`src/rtl/scrq_pkg.sv`:
```
// Package: shared configuration type and delay-code to cycle-count helpers.
// Assumes all delays are whole multiples of the symbol clock period.
package scrq_pkg;

    typedef struct packed {
        logic [1:0] fall_sel;   // word bits 13:12
        logic [1:0] rise_sel;   // word bits 11:10
        logic [1:0] txo_sel;    // word bits 9:8
        logic       rise_en;    // word bit 7
        logic       fall_en;    // word bit 6
        logic       loop;       // word bit 1
        logic       scr_bit;    // word bit 0 (stored)
    } scrq_cfg_t;

    // Converts a delay in ns to symbol clock cycles, rounding up.
    function automatic int unsigned ns2cyc(int unsigned ns, int unsigned clk_ns);
        return (ns + clk_ns - 1) / clk_ns;
    endfunction

    // Rising-edge hold-off length for a code.
    function automatic int unsigned rise_cycles(logic [1:0] code, int unsigned clk_ns);
        case (code)
            2'b00:   return ns2cyc(840, clk_ns);
            2'b01:   return ns2cyc(1320, clk_ns);
            2'b10:   return ns2cyc(2520, clk_ns);
            default: return ns2cyc(5120, clk_ns);
        endcase
    endfunction

    // Falling-edge hold-off length for a code.
    function automatic int unsigned fall_cycles(logic [1:0] code, int unsigned clk_ns);
        case (code)
            2'b00:   return ns2cyc(760, clk_ns);
            2'b01:   return ns2cyc(1320, clk_ns);
            2'b10:   return ns2cyc(2520, clk_ns);
            default: return ns2cyc(5120, clk_ns);
        endcase
    endfunction

endpackage

```
`src/rtl/scrq_ctrl_reg.sv`:
```
// Control word register with strap-forced scramble bit.
// Assumes a single-cycle write strobe; reads are combinational.
module scrq_ctrl_reg
    import scrq_pkg::*;
#(
    parameter int          ADDR_W   = 8,
    parameter int          DATA_W   = 16,
    parameter logic [7:0]  REG_ADDR = 8'h0A
) (
    input  logic              clk,
    input  logic              rst_n,
    input  logic              strap,
    input  logic              wr,
    input  logic [ADDR_W-1:0] addr,
    input  logic [DATA_W-1:0] wdata,
    output logic [DATA_W-1:0] rdata,
    output scrq_cfg_t         cfg
);
    localparam logic [DATA_W-1:0] WMASK = DATA_W'(16'h3FC3);

    logic [DATA_W-1:0] word_q;
    logic              hit;

    assign hit = (addr == ADDR_W'(REG_ADDR));

    // Holds the word; bit 0 loads the strap on reset and is set while it is high.
    always_ff @(posedge clk) begin
        if (!rst_n) begin
            word_q    <= '0;
            word_q[0] <= strap;
        end else begin
            if (wr && hit) word_q <= wdata & WMASK;
            if (strap)     word_q[0] <= 1'b1;
        end
    end

    // Read mux: the word at the register address, zero elsewhere.
    always_comb begin
        rdata = hit ? (word_q & WMASK) : '0;
    end

    // Unpacks the stored word into named fields.
    always_comb begin
        cfg.fall_sel = word_q[13:12];
        cfg.rise_sel = word_q[11:10];
        cfg.txo_sel  = word_q[9:8];
        cfg.rise_en  = word_q[7];
        cfg.fall_en  = word_q[6];
        cfg.loop     = word_q[1];
        cfg.scr_bit  = word_q[0];
    end

    AST_RSV_ZERO: assert property (@(posedge clk) disable iff (!rst_n)
        (rdata[15:14] == 2'b00) && (rdata[5:2] == 4'b0000));
    AST_STRAP_FORCE: assert property (@(posedge clk) disable iff (!rst_n)
        strap |=> cfg.scr_bit);
endmodule

```
`src/rtl/scrq_det_filter.sv`:
```
// Qualifies the raw detect input with separate rising and falling hold-offs.
// Assumes raw_det is already synchronous to clk.
module scrq_det_filter
    import scrq_pkg::*;
#(
    parameter int unsigned CLK_NS = 40
) (
    input  logic       clk,
    input  logic       rst_n,
    input  logic       active,
    input  logic       rise_en,
    input  logic       fall_en,
    input  logic [1:0] rise_sel,
    input  logic [1:0] fall_sel,
    input  logic       raw,
    output logic       q
);
    localparam int unsigned MAXC = ns2cyc(5120, CLK_NS);
    localparam int         CW   = $clog2(MAXC + 1);

    logic [CW-1:0] cnt_q;
    logic [CW-1:0] limit;
    logic          hold;

    // Picks the hold-off for the pending edge and whether it applies.
    always_comb begin
        if (!q) begin
            limit = CW'(rise_cycles(rise_sel, CLK_NS));
            hold  = active && rise_en;
        end else begin
            limit = CW'(fall_cycles(fall_sel, CLK_NS));
            hold  = active && fall_en;
        end
    end

    // Counts consecutive samples that differ from the output; moves the output at the limit.
    always_ff @(posedge clk) begin
        if (!rst_n) begin
            q     <= 1'b0;
            cnt_q <= '0;
        end else if (raw == q) begin
            cnt_q <= '0;
        end else if (!hold || (cnt_q >= limit - CW'(1))) begin
            q     <= raw;
            cnt_q <= '0;
        end else begin
            cnt_q <= cnt_q + CW'(1);
        end
    end

    AST_Q_TOWARD_RAW: assert property (@(posedge clk) disable iff (!rst_n)
        (q != $past(q)) |-> (q == $past(raw)));
    AST_PASS_FOLLOW: assert property (@(posedge clk) disable iff (!rst_n)
        !active |=> (q == $past(raw)));
    AST_CNT_BOUND: assert property (@(posedge clk) disable iff (!rst_n)
        cnt_q < CW'(MAXC));
endmodule

```
`src/rtl/scrq_txoff_timer.sv`:
```
// Times the transmitter-off request from the start of quiet-symbol output.
// Assumes quiet_tx is synchronous to clk.
module scrq_txoff_timer
    import scrq_pkg::*;
#(
    parameter int unsigned CLK_NS = 40
) (
    input  logic       clk,
    input  logic       rst_n,
    input  logic       active,
    input  logic [1:0] sel,
    input  logic       quiet,
    output logic       tx_off
);
    localparam int unsigned SHORT_C = ns2cyc(30000, CLK_NS);
    localparam int unsigned LONG_C  = ns2cyc(50000, CLK_NS);
    localparam int          TW      = $clog2(LONG_C + 1);

    logic [TW-1:0] run_q;

    // Counts consecutive quiet samples, saturating at the longest delay.
    always_ff @(posedge clk) begin
        if (!rst_n || !quiet)       run_q <= '0;
        else if (run_q < TW'(LONG_C)) run_q <= run_q + TW'(1);
    end

    // Chooses the output for the selected delay code.
    always_comb begin
        if (!active) begin
            tx_off = quiet;
        end else begin
            case (sel)
                2'b00:   tx_off = quiet;
                2'b01:   tx_off = quiet && (run_q >= TW'(SHORT_C));
                2'b10:   tx_off = quiet && (run_q >= TW'(LONG_C));
                default: tx_off = 1'b0;
            endcase
        end
    end

    AST_TXOFF_NEEDS_QUIET: assert property (@(posedge clk) disable iff (!rst_n)
        tx_off |-> quiet);
    AST_TXOFF_NEVER: assert property (@(posedge clk) disable iff (!rst_n)
        (active && sel == 2'b11) |-> !tx_off);
endmodule

```
`src/rtl/scrq_top.sv`:
```
// Top: control word, scramble enable, detect qualifier and transmitter-off timer.
// Assumes one clock domain with every input synchronous to it.
module scrq_top
    import scrq_pkg::*;
#(
    parameter int unsigned CLK_NS   = 40,
    parameter int          ADDR_W   = 8,
    parameter logic [7:0]  REG_ADDR = 8'h0A
) (
    input  logic              clk,
    input  logic              rst_n,
    input  logic              strap_scr,
    input  logic              bus_wr,
    input  logic [ADDR_W-1:0] bus_addr,
    input  logic [15:0]       bus_wdata,
    output logic [15:0]       bus_rdata,
    input  logic              raw_det,
    input  logic              quiet_tx,
    output logic              scr_active,
    output logic              loop_sel,
    output logic              det_qual,
    output logic              tx_off
);
    scrq_cfg_t cfg;

    scrq_ctrl_reg #(.ADDR_W(ADDR_W), .DATA_W(16), .REG_ADDR(REG_ADDR)) u_reg (
        .clk(clk), .rst_n(rst_n), .strap(strap_scr), .wr(bus_wr),
        .addr(bus_addr), .wdata(bus_wdata), .rdata(bus_rdata), .cfg(cfg)
    );

    // Scrambling runs when the strap or the stored bit asks for it.
    always_comb begin
        scr_active = strap_scr | cfg.scr_bit;
        loop_sel   = cfg.loop;
    end

    scrq_det_filter #(.CLK_NS(CLK_NS)) u_det (
        .clk(clk), .rst_n(rst_n), .active(scr_active),
        .rise_en(cfg.rise_en), .fall_en(cfg.fall_en),
        .rise_sel(cfg.rise_sel), .fall_sel(cfg.fall_sel),
        .raw(raw_det), .q(det_qual)
    );

    scrq_txoff_timer #(.CLK_NS(CLK_NS)) u_txo (
        .clk(clk), .rst_n(rst_n), .active(scr_active),
        .sel(cfg.txo_sel), .quiet(quiet_tx), .tx_off(tx_off)
    );

    AST_STRAP_ACTIVE: assert property (@(posedge clk) disable iff (!rst_n)
        strap_scr |-> scr_active);
endmodule

```
`config.mk`:
```
export PLATFORM = sky130hd
export DESIGN_NAME = scrq_top
export DESIGN_NICKNAME = d
export VERILOG_FILES = /design/src/rtl/scrq_pkg.sv /design/src/rtl/scrq_ctrl_reg.sv /design/src/rtl/scrq_det_filter.sv /design/src/rtl/scrq_txoff_timer.sv /design/src/rtl/scrq_top.sv
export SDC_FILE = /design/constraint.sdc
export NUM_CORES = 1
export LEC_CHECK = 0
export ABC_AREA = 0
export BUFFER_PORTS_ARGS = -buffer_cell sky130_fd_sc_hd__buf_2
export CAP_MARGIN = 10
export CORE_AREA = 5 5 88 90
export DETAILED_ROUTE_END_ITERATION = 10
export DIE_AREA = 0 0 93 95
export PLACE_DENSITY = 0.6
export SYNTH_ARGS = -nofsm -noshare
export SYNTH_HDL_FRONTEND = slang
export SYNTH_SLANG_ARGS = --single-unit
```
`constraint.sdc`:
```
create_clock -name clk -period 5 [get_ports clk]
set_input_delay 0 -clock clk [delete_from_list [all_inputs] [get_ports clk]]
set_output_delay 0 -clock clk [all_outputs]
set_load 0.01 [all_outputs]
```
**After elaboration in Yosys (flattened, before gate mapping)**

Cells that the tools add are included.

- Register bits after elaboration: 30
- Latch bits: 0
- Bits in writable memories: 0
- ROM bits: 0
- Bits of input ports: 30
- Output and inout bits: 20
- Logic and storage cells: 49
- Memories kept: 0

- Add/sub/neg operators: 3
- Multipliers: 0
- Div/mod/pow operators: 0
- Magnitude comparators: 4
- Eq/ne operators: 9
- Shifts and indexed selects: 0
- Muxes and demuxes: 10
- Bitwise gates (word level): 3
- Reductions and logical operators: 15

Operators with widths:

| cell | count |
|---|---|
| one-hot mux 8 bit (3 select lines) | 2 |
| two-way mux 14 bit | 1 |
| adder 11 x 1 -> 11 bit, second input constant | 1 |
| >= comparator 11 x 10 -> 1 bit, second input constant | 1 |
| >= comparator 11 bit, second input constant | 1 |
| < comparator 11 bit, second input constant | 1 |
| adder 8 x 1 -> 8 bit, second input constant | 1 |
| == test 8 x 4 -> 1 bit, second input constant | 1 |
| >= comparator 8 bit | 1 |
| two-way mux 8 bit | 1 |
| subtractor 8 x 1 -> 8 bit, second input constant | 1 |
| == test 2 x 1 -> 1 bit, second input constant | 3 |
| == test 2 bit, second input constant | 3 |
| logical NOT 2 bit | 3 |
| logical AND 1 bit | 5 |
| two-way mux 1 bit | 5 |
| logical NOT 1 bit | 3 |
| inequality test 3 x 1 -> 1 bit, second input constant | 1 |
| one-hot mux 1 bit (3 select lines) | 1 |
| OR reduction 3 bit | 1 |
| logical OR 1 bit | 2 |
| NOT 1 bit | 2 |
| AND reduction 2 bit | 1 |
| == test 1 bit | 1 |
| bitwise OR 1 bit | 1 |

**Logic depth before layout (Yosys ltp)**

- Depth after elaboration: 7
- Depth in mapped cells: 13

**Cells and area by module**

A second synthesis with hierarchy kept.

- Cell total of the unflattened synthesis: 242
- Area total of the unflattened synthesis: 2095.8 sq um

By module, submodules not included:

| module | times used | cells each | area each (sq um) | sequential area each (sq um) |
|---|---|---|---|---|
| scrq_det_filter | 1 | 99 | 875.8 | 180.2 |
| scrq_txoff_timer | 1 | 78 | 655.6 | 220.2 |
| scrq_ctrl_reg | 1 | 64 | 558.0 | 210.2 |
| scrq_top | 1 | 1 | 6.3 | 0.0 |

**Worst setup path after synthesis**

No wires, ideal clock.

- Kind: register to register
- Start point: register u_reg.word_q[10]
- End point: register u_det.cnt_q[2]
- Library setup time: 67 ps
- Arrival: 2748 ps
- Slack: 2186 ps
- Stages on the path, launching flop included: 14
- Cells stage by stage: dfxtp_1 inv_1 ha_1 nand2_1 o21ai_0 inv_1 ha_1 nand2_1 or4_1 ha_1 a21o_1 a2111oi_4 nand4b_2 nor2_1

- Longest elaborated chain between the ends: 7

Ends and longest elaborated chain:

| element | RTL line | RTL |
|---|---|---|
| start, declared | scrq_ctrl_reg.sv:21 | `logic [DATA_W-1:0] word_q;` |
| start signal, assigned | scrq_ctrl_reg.sv:32 | `if (wr && hit) word_q <= wdata & WMASK;` |
| == test 2 bit, or another cell as far along | scrq_pkg.sv:22 | `case (code)` |
| one-hot mux 8 bit (3 select lines) (*) | scrq_pkg.sv:22 |  |
| two-way mux 8 bit (*) | scrq_det_filter.sv:27 | `if (!q) begin` |
| subtractor 8 x 1 -> 8 bit (*) | scrq_det_filter.sv:43 | `end else if (!hold \|\| (cnt_q >= limit - CW'(1))) begin` |
| >= comparator 8 bit (*) | scrq_det_filter.sv:43 |  |
| logical OR 1 bit (*) | scrq_det_filter.sv:43 |  |
| OR reduction 3 bit (no line) (*) | -- |  |
| end signal, assigned | scrq_det_filter.sv:47 | `cnt_q <= cnt_q + CW'(1);` |
| end, declared | scrq_det_filter.sv:21 | `logic [CW-1:0] cnt_q;` |

Every way passes the cells marked *; elsewhere a longest branch is shown, timed or not.
A chain may end at the register's enable or synchronous reset.

**Final worst setup path**

- Start point: register u_det.q
- End point: register u_det.cnt_q[2]

- Longest elaborated chain between the ends: 5

Ends and longest elaborated chain:

| element | RTL line | RTL |
|---|---|---|
| start, declared | scrq_det_filter.sv:16 | `output logic q` |
| start signal, assigned | scrq_det_filter.sv:44 | `q <= raw;` |
| two-way mux 8 bit | scrq_det_filter.sv:27 |  |
| subtractor 8 x 1 -> 8 bit | scrq_det_filter.sv:43 |  |
| >= comparator 8 bit | scrq_det_filter.sv:43 |  |
| logical OR 1 bit | scrq_det_filter.sv:43 |  |
| OR reduction 3 bit (no line) (*) | -- |  |

Marked as above.

==> flow_summary.ini <==
[global_route]
grt_max_degree = 16
grt_pass1_vias = 1595
antenna_found_initial = 0
overflow = 0
grt_pass1_wl_mm = 6.95
track_usage_pct = 9.77

[sta]
hold_viol = 0
report.final.slew_viol_count = 0
max_freq_mhz = 322
finalCritPeriodShare_pct = 62.0
relSlewSlack_pct = 66.9
setup_ws_ns = 1.90
clock_skew_ns = 0.00223
period_needed_ns = 3.10
tightest_slew_ns = 0.494
rsz0062_at_grt = no
setup_violations = 0
finalSetupTns_ns = 0

[power]
p_leak_nw = 1.03
p_per_area_mw_per_mm2 = 211
ir_drop_uv = 167

[worst_setup_path]
setup.worst_path.end_class = flop
worstPathArrival_ns = 3.32
timing.rr.start = u_det.q
regToRegSetupSlack_ns = 1.90
setup.worst_path.start = u_det.q
cp_max_fo = 11
worst_ep_required_time_ns = 5.22
path_class = reg2reg
worst_setup_path_start_kind = flop

[synth]
ys_warn_count = 0
avgSynthCellArea_sq_um = 8.71
ys_types = 47
syn_area_sq_mm = 0.00199
synthesis.instances = 228
yosysSeqAreaShare_pct = 30.7
synthFlopType = dfxtp_1
ys_seq_elements = 30
synth_async_sr_flop_share_pct = 0
synth_edf_count = 1

[worst_hold_path]
min_from = strap_scr
holdCritPathClass = in2reg

[drt]
drc = 0
wirelength_mm = 4.15
vias = 1650
viasPerCell = 4.63
wl_per_cell_microns = 11.6
antenna_left = 0
firstDrtPassIters = 4
drtIter0Drc = 33

[cts]
root_buffer = clkbuf_8
clkSlewWorstSetupHoldPaths_ns = 0.07
clock-sinks = 30
cts.repair.resized = 0
clock_path_buffers = 2
clk_latency_ns = 0.28
cts_setup_buffers = 0
htree_levels = 2
cts_tree = done
hold_buffers = 10
numCtsBuffers = 5

[final_layout]
final_cell_count_no_fill = 356
fillers = 734
layout_commonest_cell = buf_2
synthToLayoutAreaGrowth_pct = 20.9
layout_common_cells = 37 x buf_2, 29 x dfxtp_1, 23 x nor2_1, 23 x ha_1, 22 x nand2_1
antennaDiodeCount = 0
drive_gt1_share_pct = 19.3
final_area_sq_mm = 0.00240
nets = 326

[floorplanning]
num_rows = 31
core_area_sq_mm = 0.00698
die_area_sq_mm = 0.00884
die_h_microns = 95
start_util_pct = 28.4
ioPinCount = 50
die_x_microns = 93

[placed_design]
placed_cell_area_sq_mm = 0.00220
post-dp-hpwl_mm = 3.04
portBuffers = 37
gp_congestion = 0.762
dpl.cell_count = 338
pre_cts_slack_ns = 1.90

[status]
outcome = finished, final reports clean

[job]
maxCapViolCount = 0
-- through the flow --
stage          utilization, %  hold slack (ns)  total power (W)
3_3_place_gp             31.5            0.258         0.000285
6_report                 34.4          0.00928         0.000507
4_1_cts                  34.4          0.00379         0.000517
2_1_floorplan               -            0.116         0.000275
3_5_place_dp             31.5            0.262         0.000285
5_1_grt                  34.4           0.0206         0.000532
-- cells by family (layout without fill, tap and decap cells) --
family	Yosys count	count (layout)	share of synthesized area [%]
AO/OA/AOI/OAI	30	30	12.0
flip-flops	30	30	30.8
other	1	6	0.189
XOR/XNOR	19	19	8.38
multiplexers	4	4	2.14
buffers and inverters	27	68	7.31
AND/OR/NAND/NOR	94	94	24.7
adder cells (fa/ha/maj)	23	23	14.5
-- per-layer routing --
layer	routed length, microns	global-route usage (%)	part of all wire, %	up-vias
li1	-	-	-	865
met1	1940	11.5	47	758
met4	73	4.40	1.8	0
met2	2000	16.8	48	22
met5	0	0	0	-
met3	130	2.39	3.1	5
-- sequential cells by signal, indices dropped and copies added (netlist names) --
name,flops
u_reg.word_q,10
u_det.cnt_q,8
u_det.q,1
u_txo.run_q,11
-- area by class of cell --
type | instances | area (sq um) | area share [%]
multi-input cells | 176 | 1250 | 52.0
flip-flops and latches | 30 | 611 | 25.4
repair buffers | 47 | 285 | 11.9
well taps | 82 | 103 | 4.28
clock buffers | 6 | 93.8 | 3.91
inverters | 13 | 48.8 | 2.03
clock inverters | 2 | 10.0 | 0.417
-- final timing paths --
| path | endpoint | cells after the start |
|---|---|---|
| setup / recovery | u_det.cnt_q[2] | 12 |
| hold / removal | u_reg.word_q[0] | 2 |
| setup reg to reg | u_det.cnt_q[2] | 12 |
| hold reg to reg | u_det.cnt_q[0] | 1 |
-- critical path, cell delays in order, from the launching register on --
cell,delay (ns)
dfxtp_1,0.61
inv_2,0.07
nand2_1,0.09
o21ai_0,0.14
inv_1,0.09
ha_1,0.17
nand2_1,0.07
or4_1,0.48
ha_1,0.30
a21o_1,0.21
a2111oi_4,0.39
nand4b_2,0.26
nor2_1,0.16
-- Yosys cell counts (2+ instances only) --
library cell	instances	area, sq um
dfxtp_1	29	581
ha_1	23	288
nor2_1	23	86.3
nand2_1	22	82.6
nand3_1	14	70.1
inv_1	12	45.0
xor2_1	12	105
a21boi_1	9	67.6
and3_1	7	43.8
buf_4	7	52.6
nand4_1	7	43.8
xnor2_1	7	61.3
nor3_1	6	30.0
and2_1	4	25.0
a211oi_1	3	22.5
clkbuf_1	3	11.3
o31ai_1	3	22.5
a21o_1	2	15.0
buf_2	2	10.0
buf_6	2	22.5
mux2_2	2	22.5
mux2i_1	2	20.0
o21ai_0	2	10.0
o21ai_1	2	10.0
-- power breakdown --
group          internal (W)  total [W]  switching, W
logic             0.0000204  0.0000402     0.0000198
clock network      0.000126   0.000220     0.0000941
registers          0.000243   0.000246    0.00000383
total              0.000389   0.000507      0.000118
Power figures use the tool's default switching activity.
